<file path="src/rtl/i2cee_pkg.sv">
package i2cee_pkg;
  localparam int ADDR_W     = 8;
  localparam int DATA_W     = 8;
  localparam int OFS_W      = 4;
  localparam int PAGE_W     = ADDR_W - OFS_W;
  localparam int DEPTH      = 1 << ADDR_W;
  localparam int PAGE_BYTES = 1 << OFS_W;
  localparam logic [3:0] DEV_CODE = 4'b1010;

  typedef enum logic [2:0] {
    S_IDLE, S_RX, S_ACKW, S_ACK, S_TX, S_MACK, S_IGN
  } eng_st_t;

  typedef enum logic [1:0] {K_DEV, K_WADR, K_WDAT} rx_kind_t;

  // header byte addresses this slave
  function automatic logic dev_hit(input logic [DATA_W-1:0] hdr, input logic [2:0] sel);
    return (hdr[7:4] == DEV_CODE) && (hdr[3:1] == sel);
  endfunction

  // write pointer: offset advances, page stays
  function automatic logic [ADDR_W-1:0] page_step(input logic [ADDR_W-1:0] a);
    return {a[ADDR_W-1:OFS_W], a[OFS_W-1:0] + 1'b1};
  endfunction

  // read pointer: whole-array wrap
  function automatic logic [ADDR_W-1:0] lin_step(input logic [ADDR_W-1:0] a);
    return a + 1'b1;
  endfunction
endpackage

</file>
<file path="src/rtl/i2cee_bus_cond.sv">
module i2cee_bus_cond #(
  parameter int SYNC_STAGES = 2
) (
  input  logic clk,
  input  logic rst_n,
  input  logic scl_i,
  input  logic sda_i,
  output logic sda_s,
  output logic scl_rise,
  output logic scl_fall,
  output logic start_ev,
  output logic stop_ev
);
  logic [SYNC_STAGES-1:0] scl_sh, sda_sh;
  logic scl_p, sda_p, scl_s;

  always_ff @(posedge clk or negedge rst_n) begin
    if (!rst_n) begin
      scl_sh <= '1;
      sda_sh <= '1;
      scl_p  <= 1'b1;
      sda_p  <= 1'b1;
    end else begin
      scl_sh <= {scl_sh[SYNC_STAGES-2:0], scl_i};
      sda_sh <= {sda_sh[SYNC_STAGES-2:0], sda_i};
      scl_p  <= scl_s;
      sda_p  <= sda_s;
    end
  end

  assign scl_s    = scl_sh[SYNC_STAGES-1];
  assign sda_s    = sda_sh[SYNC_STAGES-1];
  assign scl_rise = scl_s & ~scl_p;
  assign scl_fall = ~scl_s & scl_p;
  assign start_ev = scl_s & scl_p & sda_p & ~sda_s;
  assign stop_ev  = scl_s & scl_p & ~sda_p & sda_s;
endmodule

</file>
<file path="src/rtl/i2cee_store.sv">
module i2cee_store
  import i2cee_pkg::*;
(
  input  logic              clk,
  input  logic              rst_n,
  input  logic              st_we,
  input  logic [ADDR_W-1:0] st_addr,
  input  logic [DATA_W-1:0] st_data,
  input  logic              discard,
  input  logic              commit,
  input  logic [ADDR_W-1:0] rd_addr,
  output logic [DATA_W-1:0] rd_data,
  output logic              pending
);
  logic [DATA_W-1:0]     mem  [DEPTH];
  logic [DATA_W-1:0]     pbuf [PAGE_BYTES];
  logic [PAGE_BYTES-1:0] pmask;
  logic [PAGE_W-1:0]     ppage;

  always_ff @(posedge clk or negedge rst_n) begin
    if (!rst_n) begin
      pmask <= '0;
      ppage <= '0;
    end else if (discard || commit) begin
      pmask <= '0;
    end else if (st_we) begin
      pmask[st_addr[OFS_W-1:0]] <= 1'b1;
      ppage <= st_addr[ADDR_W-1:OFS_W];
    end
  end

  always_ff @(posedge clk) begin
    if (st_we) pbuf[st_addr[OFS_W-1:0]] <= st_data;
  end

  always_ff @(posedge clk) begin
    for (int i = 0; i < PAGE_BYTES; i++) begin
      if (commit && pmask[i]) mem[{ppage, OFS_W'(i)}] <= pbuf[i];
    end
  end

  assign rd_data = mem[rd_addr];
  assign pending = |pmask;
endmodule

</file>
<file path="src/rtl/i2cee_wcycle.sv">
module i2cee_wcycle #(
  parameter int CYCLES = 50000
) (
  input  logic clk,
  input  logic rst_n,
  input  logic launch,
  output logic busy
);
  localparam int CW = $clog2(CYCLES + 1);
  logic [CW-1:0] cnt;

  always_ff @(posedge clk or negedge rst_n) begin
    if (!rst_n)          cnt <= '0;
    else if (launch)     cnt <= CW'(CYCLES);
    else if (cnt != '0)  cnt <= cnt - 1'b1;
  end

  assign busy = (cnt != '0);
endmodule

</file>
<file path="src/rtl/i2c_eeprom_slave.sv">
module i2c_eeprom_slave
  import i2cee_pkg::*;
#(
  parameter int WRITE_CYCLES = 50000,
  parameter int SYNC_STAGES  = 2
) (
  input  logic       clk,
  input  logic       rst_n,
  input  logic       scl_i,
  input  logic       sda_i,
  output logic       sda_oe_o,
  input  logic [2:0] dev_sel_i,
  input  logic       wp_i
);
  logic sda_s, scl_rise, scl_fall, start_ev, stop_ev;
  logic busy, live, launch, commit, discard, pending;
  logic wr_ev, rd_ev, ack_now;
  eng_st_t st;
  rx_kind_t kind;
  logic [3:0] bitc;
  logic [DATA_W-1:0] shreg, txreg, rd_data;
  logic [ADDR_W-1:0] ptr;
  logic rd_mode, mack, sda_oe;

  i2cee_bus_cond #(.SYNC_STAGES(SYNC_STAGES)) u_cond (
    .clk(clk), .rst_n(rst_n), .scl_i(scl_i), .sda_i(sda_i), .sda_s(sda_s),
    .scl_rise(scl_rise), .scl_fall(scl_fall), .start_ev(start_ev), .stop_ev(stop_ev)
  );

  i2cee_wcycle #(.CYCLES(WRITE_CYCLES)) u_wcyc (
    .clk(clk), .rst_n(rst_n), .launch(launch), .busy(busy)
  );

  i2cee_store u_store (
    .clk(clk), .rst_n(rst_n), .st_we(wr_ev), .st_addr(ptr), .st_data(shreg),
    .discard(discard), .commit(commit), .rd_addr(ptr), .rd_data(rd_data), .pending(pending)
  );

  // named internal events
  assign live    = !busy && !start_ev && !stop_ev;
  assign launch  = stop_ev && !busy && pending;
  assign commit  = launch && !wp_i;
  assign discard = (start_ev && !busy) || (launch && wp_i);
  assign ack_now = (kind != K_DEV) || dev_hit(shreg, dev_sel_i);
  assign wr_ev   = live && scl_fall && (st == S_ACKW) && (kind == K_WDAT);
  assign rd_ev   = live && scl_fall &&
                   (((st == S_ACK) && rd_mode) || ((st == S_MACK) && mack));

  always_ff @(posedge clk or negedge rst_n) begin
    if (!rst_n) begin
      st <= S_IDLE; kind <= K_DEV; bitc <= '0; shreg <= '0; txreg <= '0;
      ptr <= '0; rd_mode <= 1'b0; mack <= 1'b0; sda_oe <= 1'b0;
    end else if (busy) begin
      st <= S_IDLE; sda_oe <= 1'b0;
    end else if (start_ev) begin
      st <= S_RX; kind <= K_DEV; bitc <= '0; sda_oe <= 1'b0;
    end else if (stop_ev) begin
      st <= S_IDLE; sda_oe <= 1'b0;
    end else begin
      if (rd_ev) begin
        txreg  <= rd_data;
        sda_oe <= ~rd_data[DATA_W-1];
        bitc   <= 4'd1;
        ptr    <= lin_step(ptr);
        st     <= S_TX;
      end else begin
        unique case (st)
          S_RX: if (scl_rise) begin
            shreg <= {shreg[DATA_W-2:0], sda_s};
            bitc  <= bitc + 1'b1;
            if (bitc == 4'd7) st <= S_ACKW;
          end
          S_ACKW: if (scl_fall) begin
            unique case (kind)
              K_DEV:   begin rd_mode <= shreg[0]; kind <= K_WADR; end
              K_WADR:  begin ptr <= shreg;        kind <= K_WDAT; end
              default: ptr <= page_step(ptr);
            endcase
            if (ack_now) begin sda_oe <= 1'b1; st <= S_ACK; end
            else         st <= S_IGN;
          end
          S_ACK: if (scl_fall) begin
            sda_oe <= 1'b0; bitc <= '0; st <= S_RX;
          end
          S_TX: if (scl_fall) begin
            if (bitc == 4'd8) begin
              sda_oe <= 1'b0; st <= S_MACK;
            end else begin
              txreg  <= {txreg[DATA_W-2:0], 1'b0};
              sda_oe <= ~txreg[DATA_W-2];
              bitc   <= bitc + 1'b1;
            end
          end
          S_MACK: begin
            if (scl_rise) mack <= ~sda_s;
            if (scl_fall) st <= S_IGN;
          end
          default: ;
        endcase
      end
    end
  end

  assign sda_oe_o = sda_oe;
endmodule

</file>
<file path="config.mk">
export PLATFORM = sky130hd
export DESIGN_NAME = i2c_eeprom_slave
export DESIGN_NICKNAME = d
export VERILOG_FILES = /design/src/rtl/i2cee_pkg.sv /design/src/rtl/i2cee_bus_cond.sv /design/src/rtl/i2cee_store.sv /design/src/rtl/i2cee_wcycle.sv /design/src/rtl/i2c_eeprom_slave.sv
export SDC_FILE = /design/constraint.sdc
export NUM_CORES = 2
export LEC_CHECK = 0
export CAP_MARGIN = 5
export CORE_MARGIN = 2
export CORE_UTILIZATION = 50
export DETAILED_ROUTE_END_ITERATION = 7
export DONT_BUFFER_PORTS = 1
export REMOVE_ABC_BUFFERS = 1
export SLEW_MARGIN = 30
export SYNTH_ARGS = -nofsm -noshare
export SYNTH_HDL_FRONTEND = slang
export SYNTH_HIERARCHICAL = 1
export SYNTH_SLANG_ARGS = --single-unit
</file>
<file path="constraint.sdc">
create_clock -name clk -period 4.3 [get_ports clk]
set_input_delay 0.86 -clock clk [delete_from_list [all_inputs] [get_ports clk]]
set_output_delay 0.86 -clock clk [all_outputs]
set_load 0.05 [all_outputs]
</file>
==> impl_metrics.toml <==
[status]
status = "completed"

[synth]
synth_ff_type = "edfxtp_1"
synth_cell_types = 87
syn_area_um2 = 87600
synthTopCellsByArea = "edfxtp_1 (75%), mux4_2 (13%), dfrtp_1 (2.0%), mux2i_1 (1.8%), nor2_1 (1.4%)"
synth_area_per_cell_um2 = 21.1
syn_inst = 4154
synth_warnings = 6
synth_largest_area_cell = "edfxtp_1"
synth_common_cells = "edfxtp_1 (2,176), mux4_2 (503), nor2_1 (332)"
yosysTopAreaCellShare_pct = 74.6
async_flop_share_pct = 3.42
synth_edf_count = 2176
yosysMostFrequentCell = "edfxtp_1"
ys_ff_latch = 2253
yosysSeqAreaShare_pct = 76.8

[sta]
max_freq_mhz = 248
period_minus_slack_ps = 4030
tightest_slew_ps = 1090
maxSlewHeadroom_pct = 26.5
worst_hold_slack_ps = 354
fin_crit_sh_pct = 93.8
hold_viol_final = 0
tns_ps = 0
finClkSkew_ps = 41.7
slew_viol_final = 0
rsz0062_at_grt = "no"
finalSetupViolations = 0

[detailed_routing]
detail_route.wl_per_cell_um = 42.2
via_count = 48600
routed_wirelength_mm = 306
first_pass_iters = 8
vias_per_cell = 6.71
ant_nets = 0
drt_iter0_markers = 8857
drc_errors = 0

[setup_path]
cp-end-kind = "flip-flop"
cpPeakStageDelay_ps = 690
critPathMostFrequentCell = "buf_12"
cp.arrival_ps = 4790
crit_path_start_kind = "flip-flop"
required_ps = 5050
path_class = "flip-flop to flip-flop"
rrSetupSlack_ps = 270
cp_slowest_cell = "a22oi_1"
timing.rr.end = "txreg[2]"
cp_max_fo = 23
reg2reg_depth = 10
r2r-start = "ptr[0]"
crit_chain = "buf_12, buf_12, buf_4, mux4_2, a22oi_1, a21oi_1, nor3_1, nor4_2, o22ai_1, nor2_1"

[floorplan]
rows = 153
initial_core_util_pct = 50.3
die-height_um = 423
dieArea_um2 = 179000
coreArea_um2 = 174000
die_width_um = 423
num_io_pins = 9

[power]
peakVddDrop_mv = 0.508
internal_power_mw = 39.6
pwr-share-seq_pct = 44.1
p_per_area_nw_per_um2 = 539
p_clk_share_pct = 36.4
p_leak_nw = 32.7
swShare_pct = 27.8
p_comb_share_pct = 19.5
power_switching_mw = 15.3
power_mw = 54.8

[finish]
stdcell_area_um2 = 102000
fin_nets = 4730
fin_cells = 7252
area_growth_pct = 16.1
regArea_um2 = 67300
drive_gt1_share_pct = 29.7
multi_input_area_um2 = 18900
fill_cells = 12700

[global_routing]
grt_pass1_vias = 45900
antenna_found_initial = 43
grt_max_degree = 78
grt_overflow = 0
track_usage_pct = 34.4
grt_pass1_wl_mm = 408

[min_path]
min_path_cells = 0
hold_start = "u_cond/sda_sh[0]"
hold_end = "u_cond/sda_sh[1]"
holdCritPathClass = "flip-flop to flip-flop"

[clocking]
cts_max_level = 4
clock_path_buffers = 3
cts_tree = "done"
postCtsHoldBufs = 4
postCtsSetupRepairBufs = 0
clkLatencyLatePin_ps = 880
clock_sinks = 2253
cts.clk_slew.worst_paths_ps = 70
cts_resized = 0
cts-buffers-inserted = 221
cts-root-buf = "clkbuf_16"

[placed_design]
hpwlAfterDp_mm = 213
port-buffer-count = 0
dpl_cell_area_um2 = 94100
gp_congestion = 1.08
dp_cells = 6812

[flow_run]
cap_violations = 0
-- metal layers --
layer	up-vias	global-route usage, %	wire length, um
met5	-	0	90
met2	3814	47.7	130000
met3	532	12.0	46300
met4	14	13.7	14100
li1	18500	-	-
met1	25800	50.1	116000
-- cell usage in the layout, fill, tap and decap left out, types with 30 or more instances in the layout --
cell type	Yosys	layout
a21oi_1	52	52
a22oi_1	40	40
buf_4	29	465
buf_8	5	54
bufinv_16	0	30
clkbuf_1	90	61
clkbuf_16	0	223
clkinv_1	0	36
clkinv_2	0	37
dfrtp_1	71	65
edfxtp_1	2176	2176
mux2i_1	159	159
mux4_2	503	503
nand2_1	88	84
nor2_1	332	332
nor3_1	38	37
o21ai_0	42	42
o221ai_1	42	42
o22ai_1	41	41
-- per-stage QoR --
step	utilization (%)	setup slack, ps
after floorplan	-	-19780
after global placement	53.5	441
after detailed placement	54.1	462
after CTS	58.4	420
after global routing	58.4	213
final	58.4	266
-- cell families after synthesis --
logic type,after synthesis,share of synthesized area [%]
simple gates,612,3.29
flops,2253,76.8
compound gates,354,2.89
xor+xnor,3,0.0300
mux,690,15.2
fa+ha+maj,4,0.0572
buf+inv,238,1.69
-- sequential cells by signal (all words and copies together) (netlist names) --
| register | flops |
|---|---|
| u_store/pmask | 16 |
| u_cond/sda_p | 1 |
| u_store/mem | 2048 |
| txreg | 7 |
| ptr | 8 |
| u_store/pbuf | 128 |
| kind | 2 |
| u_cond/scl_sh | 2 |
| sda_oe_o | 1 |
| rd_mode | 1 |
| u_cond/scl_p | 1 |
| u_wcyc/cnt | 16 |
| bitc | 4 |
| u_cond/sda_sh | 2 |
| u_store/ppage | 4 |
| shreg | 8 |
| mack | 1 |
| st | 3 |
-- area by class of cell --
cell class	instances	share of cell area, %
diodes	14	0.0344
clock buffers	289	5.78
clock inverters	129	1.57
inverters	12	0.0443
multi-input cells	1663	18.5
flip-flops and latches	2253	66.2
well taps	2325	2.86
repair buffers	567	5.01
-- how the worst max path moves through the flow --
stage	start	slack [ps]	endpoint	cells after the start
finish	ptr[0]	270	txreg[2]	10
global route	u_wcyc/cnt[0]	210	ptr[0]	10
CTS	ptr[0]	420	txreg[2]	10
detailed placement	ptr[0]	460	txreg[1]	13
global placement	ptr[0]	440	txreg[1]	13
floorplan	ptr[0]	-19780	sda_oe_o	9
-- power by group through the flow --
stage | Sequential, mW | Clock, mW | Combinational, mW
2_1_floorplan | 24.9 | 0 | 3.94
3_3_place_gp | 24.6 | 0 | 10.3
3_5_place_dp | 24.6 | 0 | 10.3
4_1_cts | 24.2 | 20.1 | 10.3
5_1_grt | 24.2 | 20.9 | 10.8
6_report | 24.2 | 20.0 | 10.7
-- critical path, delay by kind of cell (launching register included) --
family          cells  cell delay, ps
compound gates      3            1390
buf+inv             3             750
flops               1             640
mux                 1             530
simple gates        3             520
No activity file was read; power rests on OpenSTA's default activity.
